**config.mk**
```make
export PLATFORM = sky130hd
export DESIGN_NAME = uart_char_tx
export DESIGN_NICKNAME = d
export VERILOG_FILES = /design/src/rtl/uart_char_tx.sv
export SDC_FILE = /design/constraint.sdc
export NUM_CORES = 1
export LEC_CHECK = 0
export CELL_PAD_IN_SITES_DETAIL_PLACEMENT = 0
export CELL_PAD_IN_SITES_GLOBAL_PLACEMENT = 1
export CORE_ASPECT_RATIO = 1.75
export CORE_MARGIN = 5
export CORE_UTILIZATION = 25
export DETAILED_ROUTE_END_ITERATION = 8
export PLACE_DENSITY = 0.46
export SKIP_LAST_GASP = 1
export SYNTH_ARGS = -nofsm -noshare
export SYNTH_HDL_FRONTEND = slang
export SYNTH_SLANG_ARGS = --single-unit
```
**constraint.sdc**
```tcl
create_clock -name clk -period 3.87 [get_ports clk]
set_input_delay 0.774 -clock clk [delete_from_list [all_inputs] [get_ports clk]]
set_output_delay 0.774 -clock clk [all_outputs]
set_load 0.01 [all_outputs]
```
**src/rtl/uart_char_tx.sv**
```systemverilog
`timescale 1ns/1ps
module uart_char_tx #(
  parameter int DW = 8,
  parameter int DIVW = 16
) (
  input  logic            clk,
  input  logic            rst_n,
  input  logic            wr_en,
  input  logic [DW-1:0]   wr_data,
  input  logic [1:0]      word_len,
  input  logic            par_en,
  input  logic            par_even,
  input  logic            par_stick,
  input  logic            stop_sel,
  input  logic [DIVW-1:0] divisor,
  output logic            txd,
  output logic            busy,
  output logic            hold_empty
);

  typedef enum logic [2:0] {S_IDLE, S_START, S_DATA, S_PAR, S_STOP} st_t;

  st_t             state;
  logic [DW-1:0]   hold_q, sh_q;
  logic            hold_full;
  logic [2:0]      last_idx_q, idx_q;
  logic            par_on_q, par_bit_q;
  logic [4:0]      stop_last_q, sub_q;
  logic [DIVW-1:0] div_q, pre_q;

  logic            tick, bit_last, load_now, ones;
  logic [DW-1:0]   mask;
  logic [4:0]      sub_end;

  assign tick     = (pre_q == div_q - 1'b1);
  assign sub_end  = (state == S_STOP) ? stop_last_q : 5'd15;
  assign bit_last = tick && (sub_q == sub_end);
  assign load_now = hold_full && (state == S_IDLE || (state == S_STOP && bit_last));
  assign mask     = 8'hFF >> (2'd3 - word_len);
  assign ones     = ^(hold_q & mask);

  always_ff @(posedge clk or negedge rst_n) begin
    if (!rst_n) begin
      state       <= S_IDLE;
      hold_q      <= '0;
      hold_full   <= 1'b0;
      sh_q        <= '0;
      last_idx_q  <= '0;
      idx_q       <= '0;
      par_on_q    <= 1'b0;
      par_bit_q   <= 1'b0;
      stop_last_q <= 5'd15;
      sub_q       <= '0;
      div_q       <= 16'd1;
      pre_q       <= '0;
    end else begin
      if (load_now) begin
        hold_full   <= 1'b0;
        state       <= S_START;
        sh_q        <= hold_q & mask;
        last_idx_q  <= {1'b1, word_len} - 3'd4 + 3'd4;
        idx_q       <= '0;
        par_on_q    <= par_en;
        par_bit_q   <= par_stick ? ~par_even : (par_even ? ones : ~ones);
        stop_last_q <= !stop_sel ? 5'd15 : (word_len == 2'd0 ? 5'd23 : 5'd31);
        div_q       <= (divisor == '0) ? 16'd1 : divisor;
        pre_q       <= '0;
        sub_q       <= '0;
      end else if (state != S_IDLE) begin
        pre_q <= tick ? '0 : pre_q + 1'b1;
        if (tick) sub_q <= bit_last ? '0 : sub_q + 1'b1;
        if (bit_last) begin
          case (state)
            S_START: begin
              state <= S_DATA;
              idx_q <= '0;
            end
            S_DATA: begin
              sh_q <= sh_q >> 1;
              if (idx_q == last_idx_q) state <= par_on_q ? S_PAR : S_STOP;
              else idx_q <= idx_q + 1'b1;
            end
            S_PAR:   state <= S_STOP;
            default: state <= S_IDLE;
          endcase
        end
      end
      if (wr_en) begin
        hold_q    <= wr_data;
        hold_full <= 1'b1;
      end
    end
  end

  always_comb begin
    case (state)
      S_START: txd = 1'b0;
      S_DATA:  txd = sh_q[0];
      S_PAR:   txd = par_bit_q;
      default: txd = 1'b1;
    endcase
  end

  assign busy       = (state != S_IDLE);
  assign hold_empty = !hold_full;

endmodule


```
==> metrics.yaml <==
cts_hold_buf: 0
slew_headroom_pct: 48.20
antenna_cells: 0
area_growth_pct: 23.98
grt_usage_pct: 12.25
grt_pass1_wl_um: 16740
gr-total-overflow: 0
endpoint_kind: "register"
worstHoldPathType: "reg -> reg"
cts_tree: "done"
finClkSkew_ns: 0.005972
clk_latency_ns: 0.33
p_leak_nw: 1.981
synth_top_area_cell: "dfrtp_1"
tns_ns: 0
vias_per_cell: 4.732
dieArea_um2: 17930
tightest_slew_ns: 0.7770
setup_violations: 0
slew_viol_final: 0
powerDensity_nw_per_um2: 401.5
status: "complete, no violations"
ios: 36
grt_pass1_vias: 3085
ir_drop_uv: 202.5
h-tree-depth: 3
switching_power_mw: 0.4738
drc_errors: 0
ant_nets: 0
ys_seq_elements: 67
hold_viol: 0
netlist_top_cells_area: "dfrtp_1 43%, mux2_4 7.5%, xnor2_1 6.7%"
nets: 447
die-height_um: 173.4
synth_area_um2: 3815
final_cell_mix: "65 x dfrtp_1, 34 x clkdlybuf4s50_1, 29 x xnor2_1"
grt_max_degree: 32
clk_pin_slew_worst_paths_ns: 0.06
period_share_pct: 93.31
rsz0062_at_grt: "no"
post-route-util_pct: 31.72
antenna_found_initial: 0
post-cts-setup-buffer-count: 0
final_common_cell: "dfrtp_1"
switching_share_pct: 24.95
wire_per_inst_um: 17.28
ys.flop_type: "dfrtp_1"
layout-drive-gt1-share_pct: 18.55
crit_path_start_kind: "register"
drt_iter0_drc: 96
place_congestion: 0.7617
worstPathRequired_ns: 4.08
drtPass1Iterations: 4
cts_root_buf: "clkbuf_16"
clkSinkCount: 67
max_cap_violations: 0
yosysWarnings: 0
crit_fanout: 17
rows: 59
core_region_area_um2: 14910
routed_wl_um: 10330
initial_core_util_pct: 25.58
async_flop_share_pct: 100.0
pwr-share-comb_pct: 10.7
port_buffers: 35
fmax_mhz: 276.9
dpl.hpwl_um: 7926
synth_cells: 363
period_minus_slack_ns: 3.611
critPathKind: "reg -> reg"
ys_seq_area_share_pct: 44.01
vias: 2830
post_cts_resized: 0
power.internal_mw: 1.425
arrival_ns: 3.82
power_frac_seq_pct: 42.8
synth_edf_count: 0
die_w_um: 103.4
synth_nets: 400
cts_buffers: 9
synth_top_cell_area_share_pct: 42.64
fill_cells: 1571
yosysUniqueCellTypes: 58
synth.avg_cell_area_um2: 10.51
clockBufferDepth: 2
clockPowerShare_pct: 46.5
-- state kept, by name (all words and copies together), names as in the netlist --
signal	count
div_q	16
pre_q	16
hold_q	8
sh_q	8
sub_q	5
idx_q	3
last_idx_q	3
state	3
stop_last_q	2
hold_full	1
par_bit_q	1
par_on_q	1
-- metal layers --
| layer | share of wire [%] | GRT usage (%) | vias up |
|---|---|---|---|
| met1 | 39 | 13.32 | 1383 |
| li1 | - | - | 1394 |
| met4 | 2.5 | 4.700 | 0 |
| met3 | 2.3 | 2.296 | 12 |
| met5 | 0 | 0 | - |
| met2 | 56 | 22.52 | 41 |
-- per-stage QoR --
step	instance area [µm²]	std cells	power, mW	setup WS, ns	hold slack, ns
6_report	4730	598	1.899	0.2587	0.4836
5_1_grt	4730	598	1.997	0.08490	0.5243
4_1_cts	4730	598	1.934	0.2361	0.4879
3_5_place_dp	4412	582	1.036	0.2556	0.4745
3_3_place_gp	4412	582	1.035	0.3081	0.4684
2_1_floorplan	3815	363	0.9305	0.5995	0.4502
-- worst max-delay path: stages (launching register included) --
cell,delay (ns)
dfrtp_1,0.46
nor4_4,0.51
nand2_2,0.17
or4_1,0.54
a311o_1,0.37
or4_4,0.53
a21o_1,0.31
buf_4,0.28
mux2_4,0.32
-- synth_stat cells (all sizes together) (5+ instances only) --
cell type	number
nor2	27
nand2	22
xor2	16
dfrtp	65
mux2	29
nand2b	6
o221a	5
clkbuf	7
xnor2	29
inv	15
nor3	11
nand3	16
nor4	7
or2	6
o21ai	25
and3	8
nand4	5
-- power groups by stage --
| stage | combinational, mW | clock [mW] | sequential (mW) |
|---|---|---|---|
| floorplan | 0.133 | 0 | 0.798 |
| global placement | 0.206 | 0 | 0.829 |
| global route | 0.231 | 0.944 | 0.822 |
| detailed placement | 0.207 | 0 | 0.829 |
| CTS | 0.208 | 0.909 | 0.817 |
| finish | 0.203 | 0.883 | 0.813 |
-- cell type report --
type                            instances  area [µm²]  area share (%)
Clock buffer                            9       225.2           4.762
Clock inverter                          7       92.59           1.958
Inverter                               15       56.30           1.190
Multi-Input combinational cell        270        2012           42.54
Sequential cell                        67        1679           35.50
Tap cell                              183       229.0           4.841
Timing Repair Buffer                   47       435.4           9.206
-- path summary, 6_finish.rpt --
path	from	endpoint	slack (ns)	cells past startpoint
hold / removal	par_bit_q	par_bit_q	0.48	2
min in group asynchronous	rst_n	pre_q[9]	0.52	1
setup / recovery	div_q[2]	div_q[1]	0.26	8
max in group asynchronous	rst_n	div_q[0]	2.46	2
hold reg to reg	par_bit_q	par_bit_q	0.48	2
setup reg to reg	div_q[2]	div_q[1]	0.26	8
-- cell families after synthesis --
family,Yosys count,share of synthesized area [%]
buf+inv,26,3.247
fa+ha+maj,4,1.312
simple gates,122,16.92
xor+xnor,46,10.92
flops,67,44.01
mux,31,10.95
compound gates,67,12.63
Power figures use the tool's default switching activity.
